[src/rtl/tick_timer_pkg.sv]
package tick_timer_pkg;
  localparam int unsigned PAGE_W    = 12;
  localparam int unsigned SLOT_W    = PAGE_W - 4;
  localparam int unsigned CODE_W    = 3;
  localparam int unsigned MAX_SHIFT = 7;
  localparam int unsigned PRESC_W   = MAX_SHIFT;
  localparam int unsigned SHIFT_W   = $clog2(MAX_SHIFT + 1);

  localparam logic [SLOT_W-1:0] SLOT_CTRL = 8'h32;
  localparam logic [SLOT_W-1:0] SLOT_INIT = 8'h38;
  localparam logic [SLOT_W-1:0] SLOT_CUR  = 8'h39;
  localparam logic [SLOT_W-1:0] SLOT_DIV  = 8'h3E;

  localparam int unsigned BUSY_BIT = 12;
  localparam int unsigned MASK_BIT = 16;
  localparam int unsigned MODE_BIT = 17;

  typedef struct packed {
    logic       periodic;
    logic       mask;
    logic [7:0] vec;
  } ctrl_t;

  localparam ctrl_t CTRL_RST = '{periodic: 1'b0, mask: 1'b1, vec: 8'h00};

  function automatic logic [SHIFT_W-1:0] code_to_shift(input logic [CODE_W-1:0] code);
    if (code == {CODE_W{1'b1}}) return '0;
    return SHIFT_W'(code) + SHIFT_W'(1);
  endfunction
endpackage

[src/rtl/tmr_regs.sv]
module tmr_regs
  import tick_timer_pkg::*;
#(
  parameter int unsigned DATA_W = 32,
  parameter int unsigned CNT_W  = 32
) (
  input  logic              clk_i,
  input  logic              rst_ni,
  input  logic              sel_i,
  input  logic              we_i,
  input  logic [PAGE_W-1:0] addr_i,
  input  logic [DATA_W-1:0] wdata_i,
  input  logic              busy_i,
  input  logic [CNT_W-1:0]  cur_i,
  output ctrl_t             ctrl_o,
  output logic [CNT_W-1:0]  init_o,
  output logic [CODE_W-1:0] code_o,
  output logic              load_o,
  output logic [CNT_W-1:0]  load_val_o,
  output logic [DATA_W-1:0] rdata_o
);
  logic              aligned, wr, rd;
  logic [SLOT_W-1:0] slot;
  logic              wr_ctrl, wr_init, wr_div;
  ctrl_t             ctrl_q;
  logic [CNT_W-1:0]  init_q;
  logic [CODE_W-1:0] code_q;

  assign aligned = (addr_i[3:0] == 4'h0);
  assign slot    = addr_i[PAGE_W-1:4];
  assign wr      = sel_i && we_i && aligned;
  assign rd      = sel_i && !we_i && aligned;
  assign wr_ctrl = wr && (slot == SLOT_CTRL);
  assign wr_init = wr && (slot == SLOT_INIT);
  assign wr_div  = wr && (slot == SLOT_DIV);

  always_ff @(posedge clk_i or negedge rst_ni) begin
    if (!rst_ni) begin
      ctrl_q <= CTRL_RST;
      init_q <= '0;
      code_q <= '0;
    end else begin
      if (wr_ctrl) begin
        ctrl_q.vec      <= wdata_i[7:0];
        ctrl_q.mask     <= wdata_i[MASK_BIT];
        ctrl_q.periodic <= wdata_i[MODE_BIT];
      end
      if (wr_init) init_q <= wdata_i[CNT_W-1:0];
      if (wr_div)  code_q <= {wdata_i[3], wdata_i[1], wdata_i[0]};
    end
  end

  always_comb begin
    rdata_o = '0;
    if (rd) begin
      unique case (slot)
        SLOT_CTRL: begin
          rdata_o[7:0]     = ctrl_q.vec;
          rdata_o[BUSY_BIT] = busy_i;
          rdata_o[MASK_BIT] = ctrl_q.mask;
          rdata_o[MODE_BIT] = ctrl_q.periodic;
        end
        SLOT_INIT: rdata_o[CNT_W-1:0] = init_q;
        SLOT_CUR:  rdata_o[CNT_W-1:0] = cur_i;
        SLOT_DIV: begin
          rdata_o[3] = code_q[2];
          rdata_o[1] = code_q[1];
          rdata_o[0] = code_q[0];
        end
        default: rdata_o = '0;
      endcase
    end
  end

  assign ctrl_o     = ctrl_q;
  assign init_o     = init_q;
  assign code_o     = code_q;
  assign load_o     = wr_init;
  assign load_val_o = wdata_i[CNT_W-1:0];


  cur_ro_chk: assert property (@(posedge clk_i) disable iff (!rst_ni)
    (sel_i && we_i && aligned && slot == SLOT_CUR) |=> init_q == $past(init_q));

  hole_wr_chk: assert property (@(posedge clk_i) disable iff (!rst_ni)
    (sel_i && we_i && !aligned) |=> (ctrl_q == $past(ctrl_q) && code_q == $past(code_q)));
endmodule

[src/rtl/tmr_prescale.sv]
module tmr_prescale
  import tick_timer_pkg::*;
(
  input  logic              clk_i,
  input  logic              rst_ni,
  input  logic              restart_i,
  input  logic [CODE_W-1:0] code_i,
  output logic              tick_o
);
  logic [PRESC_W-1:0] presc_q;
  logic [PRESC_W-1:0] phase_mask;

  // Ratio is a power of two, so a tick is the low bits of a free counter all set.
  assign phase_mask = PRESC_W'((1 << code_to_shift(code_i)) - 1);
  assign tick_o     = ((presc_q & phase_mask) == phase_mask);

  always_ff @(posedge clk_i or negedge rst_ni) begin
    if (!rst_ni)        presc_q <= '0;
    else if (restart_i) presc_q <= '0;
    else                presc_q <= presc_q + PRESC_W'(1);
  end


  tick_spacing_chk: assert property (@(posedge clk_i) disable iff (!rst_ni)
    (tick_o && code_i != {CODE_W{1'b1}} && !restart_i) |=> (!tick_o || code_i == {CODE_W{1'b1}}));
endmodule

[src/rtl/tmr_count.sv]
module tmr_count #(
  parameter int unsigned CNT_W = 32
) (
  input  logic             clk_i,
  input  logic             rst_ni,
  input  logic             load_i,
  input  logic [CNT_W-1:0] load_val_i,
  input  logic [CNT_W-1:0] init_i,
  input  logic             tick_i,
  input  logic             periodic_i,
  input  logic             mask_i,
  input  logic             ack_i,
  output logic [CNT_W-1:0] cur_o,
  output logic             irq_o
);
  localparam logic [CNT_W-1:0] ONE = CNT_W'(1);

  logic [CNT_W-1:0] cur_q;
  logic             irq_q;
  logic             expire;

  assign expire = tick_i && (cur_q == ONE);

  always_ff @(posedge clk_i or negedge rst_ni) begin
    if (!rst_ni) begin
      cur_q <= '0;
    end else if (load_i) begin
      cur_q <= load_val_i;
    end else if (tick_i && cur_q != '0) begin
      if (cur_q == ONE) cur_q <= periodic_i ? init_i : '0;
      else              cur_q <= cur_q - ONE;
    end
  end

  always_ff @(posedge clk_i or negedge rst_ni) begin
    if (!rst_ni)                          irq_q <= 1'b0;
    else if (expire && !load_i && !mask_i) irq_q <= 1'b1;
    else if (ack_i)                       irq_q <= 1'b0;
  end

  assign cur_o = cur_q;
  assign irq_o = irq_q;


  load_chk: assert property (@(posedge clk_i) disable iff (!rst_ni)
    load_i |=> cur_q == $past(load_val_i));

  oneshot_hold_chk: assert property (@(posedge clk_i) disable iff (!rst_ni)
    (!load_i && cur_q == '0) |=> cur_q == '0);

  reload_chk: assert property (@(posedge clk_i) disable iff (!rst_ni)
    (expire && !load_i && periodic_i) |=> cur_q == $past(init_i));

  mask_chk: assert property (@(posedge clk_i) disable iff (!rst_ni)
    (expire && mask_i && !irq_q) |=> !irq_q);

  irq_hold_chk: assert property (@(posedge clk_i) disable iff (!rst_ni)
    (irq_q && !ack_i) |=> irq_q);
endmodule

[src/rtl/local_tick_timer.sv]
module local_tick_timer
  import tick_timer_pkg::*;
#(
  parameter int unsigned DATA_W = 32,
  parameter int unsigned CNT_W  = 32
) (
  input  logic              clk_i,
  input  logic              rst_ni,
  input  logic              sel_i,
  input  logic              we_i,
  input  logic [11:0]       addr_i,
  input  logic [DATA_W-1:0] wdata_i,
  output logic [DATA_W-1:0] rdata_o,
  input  logic              ack_i,
  output logic              irq_o,
  output logic [7:0]        vec_o
);
  ctrl_t             ctrl;
  logic [CNT_W-1:0]  init, load_val, cur;
  logic [CODE_W-1:0] code;
  logic              load, tick, irq;

  tmr_regs #(.DATA_W(DATA_W), .CNT_W(CNT_W)) i_regs (
    .clk_i, .rst_ni, .sel_i, .we_i, .addr_i, .wdata_i,
    .busy_i(irq), .cur_i(cur), .ctrl_o(ctrl), .init_o(init), .code_o(code),
    .load_o(load), .load_val_o(load_val), .rdata_o
  );

  tmr_prescale i_presc (
    .clk_i, .rst_ni, .restart_i(load), .code_i(code), .tick_o(tick)
  );

  tmr_count #(.CNT_W(CNT_W)) i_count (
    .clk_i, .rst_ni, .load_i(load), .load_val_i(load_val), .init_i(init),
    .tick_i(tick), .periodic_i(ctrl.periodic), .mask_i(ctrl.mask), .ack_i,
    .cur_o(cur), .irq_o(irq)
  );

  assign irq_o = irq;
  assign vec_o = ctrl.vec;
endmodule

[config.mk]
export PLATFORM = sky130hd
export DESIGN_NAME = local_tick_timer
export DESIGN_NICKNAME = d
export VERILOG_FILES = /design/src/rtl/tick_timer_pkg.sv /design/src/rtl/tmr_regs.sv /design/src/rtl/tmr_prescale.sv /design/src/rtl/tmr_count.sv /design/src/rtl/local_tick_timer.sv
export SDC_FILE = /design/constraint.sdc
export NUM_CORES = 1
export LEC_CHECK = 0
export BUFFER_PORTS_ARGS = -buffer_cell sky130_fd_sc_hd__buf_4
export CAP_MARGIN = 5
export CORE_UTILIZATION = 40
export DETAILED_ROUTE_END_ITERATION = 10
export PLACE_DENSITY = 0.72
export SKIP_CTS_REPAIR_TIMING = 1
export SLEW_MARGIN = 30
export SYNTH_ARGS = -nofsm -noshare
export SYNTH_HDL_FRONTEND = slang
export SYNTH_SLANG_ARGS = --single-unit
[constraint.sdc]
create_clock -name clk_i -period 4 [get_ports clk_i]
set_clock_uncertainty 0.05 [all_clocks]
set_input_delay 0.8 -clock clk_i [delete_from_list [all_inputs] [get_ports clk_i]]
set_output_delay 0.8 -clock clk_i [all_outputs]
set_load 0.02 [all_outputs]
==> out/qor.csv, run 1 <==
metric;value;unit
status;completed;
max_cap_violations;0;
rsz0062_at_grt;false;
synth_most_common_cell;nand2_1;
synthArstFlopShare;100;%
hold-worst-slack;0.441;ns
hold_viol;0;
rows;42;
drt-total-wl;15.4;mm
htreeDepth;3;
syn-num-nets;708;
setup_viol;0;
synth_top_flop_cell;dfrtp_1;
fin_ws;0.424;ns
crit_slowest_cell;and2_1;
met3_usage;3.04;%
cts_tree;yes;
cp_cell_sequence;nand2_1 -> inv_1 -> ha_1 -> or3_1 -> ha_1 -> nor2_1 -> a211o_1 -> a221oi_1 -> o21a_1 -> and2_1 -> o21ai_0 -> a32o_1;
clock_path_buffers;2;
slew_viol_final;0;
core_area;13200;um2
nets;788;
synth_top_area_cell;dfrtp_1;
dr.pass1.iters;6;
post-place-ws;0.477;ns
die_y;118;um
numPortBuffers;89;
synth_top_area_share;38.8;%
placed_cells;896;
cts_num_sinks;85;
diodes;0;
cpMostUsedCell;ha_1;
avgSynthCellArea;8.31;um2
drt_iter0_markers;397;
antenna_found_initial;0;
synth_edf_count;0;
start_util;40.9;%
power;2.13;mW
overflow;0;
wire_per_inst;16.9;um
use_met1;31.0;%
synth_seq_area_share;39.3;%
area_growth_syn_to_layout;22.4;%
power_density;321;nW/um2
tightestPinTransition;0.865;ns
required;4.18;ns
min_path_type;reg2reg;
final_cells;912;
vdd_drop_max;0.000213;V
grt_start_max_net_pins;86;
die_width;118;um
grt_pass1_wl;25.6;mm
synth_area_leaders;dfrtp_1, nand2_1, nor2_1;
syn_area;5410;um2
pin_count;90;
hpwl;10.7;mm
yosys-top-cells-count;nand2_1, dfrtp_1, nor2_1, o21ai_0, a21oi_1;
setup_tns;0;ns
root_buffer;clkbuf_16;
die_area;14000;um2
vias_per_cell;5.66;
route.vias.total;5166;
relSlewSlack;42.2;%
worstPathArrival;3.76;ns
drive_gt1_share;22.6;%
crit_type;reg2reg;
synth_cells;651;
grt_pass1_vias;5133;
gr-usage-all-layers;22.7;%
met2_usage;37.2;%
worstSetupEndpointType;flip-flop;
postRouteAntennaNets;0;
start_kind;flip-flop;
max_freq;280;MHz
finalCritPeriodShare;89.4;%
numCtsBuffers;9;
timing.final.crit_period;3.58;ns
grt.busiest_layer;met2;
gp_congestion;0.843;
cts.clk_slew.worst_paths;0.07;ns
yosys_warnings;0;
post-route-drc-count;0;
ys_types;68;
worstPathMaxFanout;13;
leakage;2.99;nW
cp_slowest_stage_delay;0.52;ns
clkLatencyLatePin;0.35;ns
synth_seq_cells;85;
==> logic make-up after synthesis <==
logic type      share of synthesized area (%)
buf+inv                                  4.02
simple gates                             26.0
flops                                    39.3
mux                                      8.99
xor+xnor                                 1.62
compound gates                           18.2
fa+ha+maj                                1.85
==> placed cells by master (no fill, tap or decap), types with 4 or more instances in the layout <==
cell type / n
clkbuf_16: 9
a31oi_1: 9
o21ai_0: 38
a21oi_1: 36
or3_1: 4
or2_2: 4
or4_1: 6
buf_4: 107
nand3_1: 20
dfrtp_1: 84
a32o_1: 4
and2_1: 4
o211ai_1: 8
xor2_1: 5
or4_4: 4
nor2b_1: 4
xnor2_1: 5
nor3_1: 16
nand2_1: 133
nor3b_1: 4
nor2_1: 69
inv_1: 13
ha_1: 8
nand4_1: 5
mux2_2: 21
nor4_1: 6
a21boi_0: 5
a22oi_1: 15
mux2i_1: 25
==> area by class of cell <==
| class | instances | area, um2 |
|---|---|---|
| Multi-Input combinational cell | 513 | 3090 |
| Sequential cell | 85 | 2130 |
| Tap cell | 176 | 220 |
| Inverter | 13 | 48.8 |
| Clock inverter | 4 | 47.5 |
| Timing Repair Buffer | 109 | 835 |
| Fill cell | 1286 | 6620 |
| Clock buffer | 12 | 256 |
==> final timing paths <==
check / from / end / slack [ns] / cells past startpoint
setup / recovery: i_regs.code_o[0]$_DFFE_PN0P_ / i_count.cur_o[29]$_DFFE_PN0P_ / 0.42 / 12
hold / removal: i_presc.presc_q[0]$_DFF_PN0_ / i_presc.presc_q[0]$_DFF_PN0_ / 0.44 / 1
setup reg to reg: i_regs.code_o[0]$_DFFE_PN0P_ / i_count.cur_o[29]$_DFFE_PN0P_ / 0.42 / 12
hold reg to reg: i_presc.presc_q[0]$_DFF_PN0_ / i_presc.presc_q[0]$_DFF_PN0_ / 0.44 / 1
max in group asynchronous: rst_ni / i_count.cur_o[24]$_DFFE_PN0P_ / 2.90 / 1
min in group asynchronous: rst_ni / i_regs.ctrl_o[7]$_DFFE_PN0P_ / 0.46 / 1
==> flip-flops by register name, indices dropped and copies added (netlist names) <==
signal and cells:
i_regs.init_o 32, i_regs.ctrl_o 10, i_regs.code_o 3, i_count.cur_o 32, i_count.irq_o 1, i_presc.presc_q 7
==> power by group <==
| part | switching (mW) | total, mW | leakage (nW) | internal, mW |
|---|---|---|---|---|
| Combinational | 0.143 | 0.276 | 1.75 | 0.133 |
| Clock | 0.341 | 0.857 | 0.149 | 0.516 |
| Sequential | 0.0794 | 0.995 | 1.09 | 0.915 |
==> critical path, delay by kind of cell, from the launching register on <==
kind | cells | cell delay, ns
DFF | 1 | 0.48
adders and majority gates | 2 | 0.68
AOI/OAI and AO/OA | 5 | 1.11
and+or+nand+nor | 4 | 1.07
buffers and inverters | 1 | 0.08
==> layer usage <==
layer | wire length (um) | up-vias
li1 | - | 2485
met1 | 6970 | 2480
met2 | 7280 | 175
met3 | 891 | 26
met4 | 258 | 0
met5 | 0 | -
==> stage by stage <==
stage	util, %	cell area, um2
after detailed placement	47.7	6320
after global placement	47.7	6310
after CTS	50.0	6620
final	50.0	6620
after floorplan	-	5410
after global routing	50.0	6620
Power figures use the tool's default switching activity.
==> run 2, diff against run 1 <==
Settings changed: ABC_AREA set to 1.
==> run 2 against run 1 <==
Via count up 12%; design area rose by 2.6%; largest cell class unchanged; largest power group unchanged; combinational power rose to 3.8 times the previous value; die area rose by 6.2%; fmax is 9.1% higher; total power up 51%; register-to-register slack better by 0.67 ns; worst hold slack lost 0.024 ns; synthesized area is 6.3% higher; worst setup slack improved by 0.30 ns.
==> out/qor.csv, run 2 <==
metric;value;unit;change
tightestPinTransition;0.815;ns;was 0.865 ns
hold_viol;0;;unchanged
final_cell_mix;nand2_1, buf_4, dfrtp_1, nor2_1, inv_1;;was nand2_1, buf_4, dfrtp_1, nor2_1, o21ai_0
crit_type;in2out;;was reg2reg
synth_seq_cells;85;;unchanged
drt-total-wl;16.2;mm;was 15.4 mm
max_cap_violations;0;;unchanged
post-place-ws;0.716;ns;was 0.477 ns
vdd_drop_max;0.000218;V;was 0.000213 V
rsz0062_at_grt;false;;unchanged
synth_top_area_share;36.5;%;was 38.8%
synth_most_common_cell;nand2_1;;unchanged
ys_types;39;;was 68
status;completed;;unchanged
yosys-top-cells-count;nand2_1, dfrtp_1, nor2_1, inv_1, nand3_1;;was nand2_1, dfrtp_1, nor2_1, o21ai_0, a21oi_1
htreeDepth;3;;unchanged
drive_gt1_share;16.4;%;was 22.6%
timing.final.crit_period;3.28;ns;was 3.58 ns
antenna_found_initial;0;;unchanged
multi_input_comb_area;3120;um2;was 3090 um2
worstPathMaxFanout;23;;was 13
cts.clk_slew.worst_paths;0.06;ns;was 0.07 ns
power_density;472;nW/um2;was 321 nW/um2
numCtsBuffers;9;;unchanged
synth_area_leaders;dfrtp_1, nand2_1, nor2_1;;unchanged
die_width;122;um;was 118 um
nFillCells;1414;;was 1286
worstPathArrival;2.43;ns;was 3.76 ns
post-route-drc-count;0;;unchanged
leakage;3.47;nW;was 2.99 nW
final_area;6790;um2;was 6620 um2
avgSynthCellArea;6.73;um2;was 8.31 um2
worstSetupEndpointType;output port;;was flip-flop
vias_per_cell;5.19;;was 5.66
clock_path_buffers;2;;unchanged
fin_ws;0.723;ns;was 0.424 ns
place_area;6490;um2;was 6320 um2
min_path_type;in2async;;was reg2reg
setup_viol;0;;unchanged
synth_top_flop_cell;dfrtp_1;;unchanged
layout_commonest_cell;nand2_1;;unchanged
final_util;48.7;%;was 50.0%
gr-usage-all-layers;22.9;%;was 22.7%
numPortBuffers;89;;unchanged
nets;990;;was 788
finalCritPeriodShare;81.9;%;was 89.4%
start_util;41.3;%;was 40.9%
diodes;0;;unchanged
synth_cells;855;;was 651
grt_pass1_wl;26.9;mm;was 25.6 mm
gp_congestion;0.907;;was 0.843
hpwl;11.3;mm;was 10.7 mm
postRouteAntennaNets;0;;unchanged
area_growth_syn_to_layout;18.0;%;was 22.4%
grt_pass1_vias;5516;;was 5133
rows;43;;was 42
syn-num-nets;912;;was 708
synth_seq_area_share;37.0;%;was 39.3%
synthArstFlopShare;100;%;unchanged
synth_edf_count;0;;unchanged
seqCellArea;2130;um2;unchanged
setup_tns;0;ns;unchanged
power;3.20;mW;was 2.13 mW
die_y;122;um;was 118 um
wire_per_inst;14.4;um;was 16.9 um
yosys_warnings;0;;unchanged
slew_viol_final;0;;unchanged
core_area;13900;um2;was 13200 um2
drt_iter0_markers;443;;was 397
die_area;14900;um2;was 14000 um2
dr.pass1.iters;6;;unchanged
required;3.15;ns;was 4.18 ns
clkLatencyLatePin;0.34;ns;was 0.35 ns
start_kind;input port;;was flip-flop
grt_start_max_net_pins;73;;was 86
syn_area;5750;um2;was 5410 um2
cts_num_sinks;85;;unchanged
cts_tree;yes;;unchanged
overflow;0;;unchanged
route.vias.total;5801;;was 5166
root_buffer;clkbuf_16;;unchanged
synth_top_area_cell;dfrtp_1;;unchanged
max_freq;305;MHz;was 280 MHz
pin_count;90;;unchanged
relSlewSlack;45.7;%;was 42.2%
[run 2: cell count changes in the layout (fill, tap and decap cells not counted), moves of 9 or more]
cell	change
nor2_1	+12
a31oi_1	-9
inv_1	+58
buf_4	-12
nor2_2	+10
mux2i_1	-25
a22oi_1	-15
mux2_2	-16
nand3_1	+31
nand2_1	+203
nand4_1	+12
nor3_1	-10
[run 2: where the power goes]
| group | total, mW | switching [mW] | internal, mW |
|---|---|---|---|
| Combinational | 1.04 | 0.634 | 0.410 |
| Clock | 0.827 | 0.336 | 0.490 |
| Sequential | 1.33 | 0.287 | 1.04 |
| Total | 3.20 | 1.26 | 1.94 |
[run 2: critical path, cell delays in order]
cell,delay (ns)
buf_4,0.11
nor2_1,0.08
nand3_1,0.09
inv_1,0.13
nand2_1,0.26
inv_1,0.15
buf_4,0.29
nand2_1,0.10
a21oi_1,0.21
buf_4,0.18
[run 2: path summary, 6_finish.rpt]
path	slack, ns	cells after the start	start	to
max	0.72	10	addr_i[11]	rdata_o[10]
min	0.42	1	rst_ni	i_presc.presc_q[0]$_DFF_PN0_
max reg2reg	1.09	16	i_regs.code_o[1]$_DFFE_PN0P_	i_count.cur_o[29]$_DFFE_PN0P_
min reg2reg	0.44	2	i_regs.init_o[26]$_DFFE_PN0P_	i_regs.init_o[26]$_DFFE_PN0P_
max in group asynchronous	2.80	2	rst_ni	i_count.cur_o[31]$_DFFE_PN0P_
min in group clk_i	0.44	2	i_regs.init_o[26]$_DFFE_PN0P_	i_regs.init_o[26]$_DFFE_PN0P_
[run 2: area by class of cell]
| type | instances | share of cell area, % |
|---|---|---|
| clock buffer | 16 | 4.29 |
| inverter | 80 | 4.48 |
| multi-input combinational | 661 | 45.9 |
| sequential | 85 | 31.3 |
| tap | 180 | 3.32 |
| timing repair buffer | 96 | 10.7 |
[run 2: routing by layer]
metal,vias to the layer above,track usage (%),part of all wire (%)
li1,2898,-,-
met1,2728,32.1,48
met2,150,35.3,45
met5,-,0,0
met3,25,4.45,5.2
met4,0,7.72,1.9
[run 2: per-stage QoR]
step | hold slack (ns) | std cells
global route | 0.463 | 1118
CTS | 0.444 | 1118
global placement | 0.422 | 1102
floorplan | 0.406 | 855
finish | 0.416 | 1118
detailed placement | 0.428 | 1102
[run 2: logic make-up (layout without fill, tap and decap cells)]
group	after synthesis	after routing	synth area share [%]
compound gates	110	110	10.6
xor+xnor	15	15	2.28
fa+ha+maj	8	8	1.74
buf+inv	109	192	8.83
flops	85	85	37.0
mux	5	5	0.979
simple gates	523	523	38.5
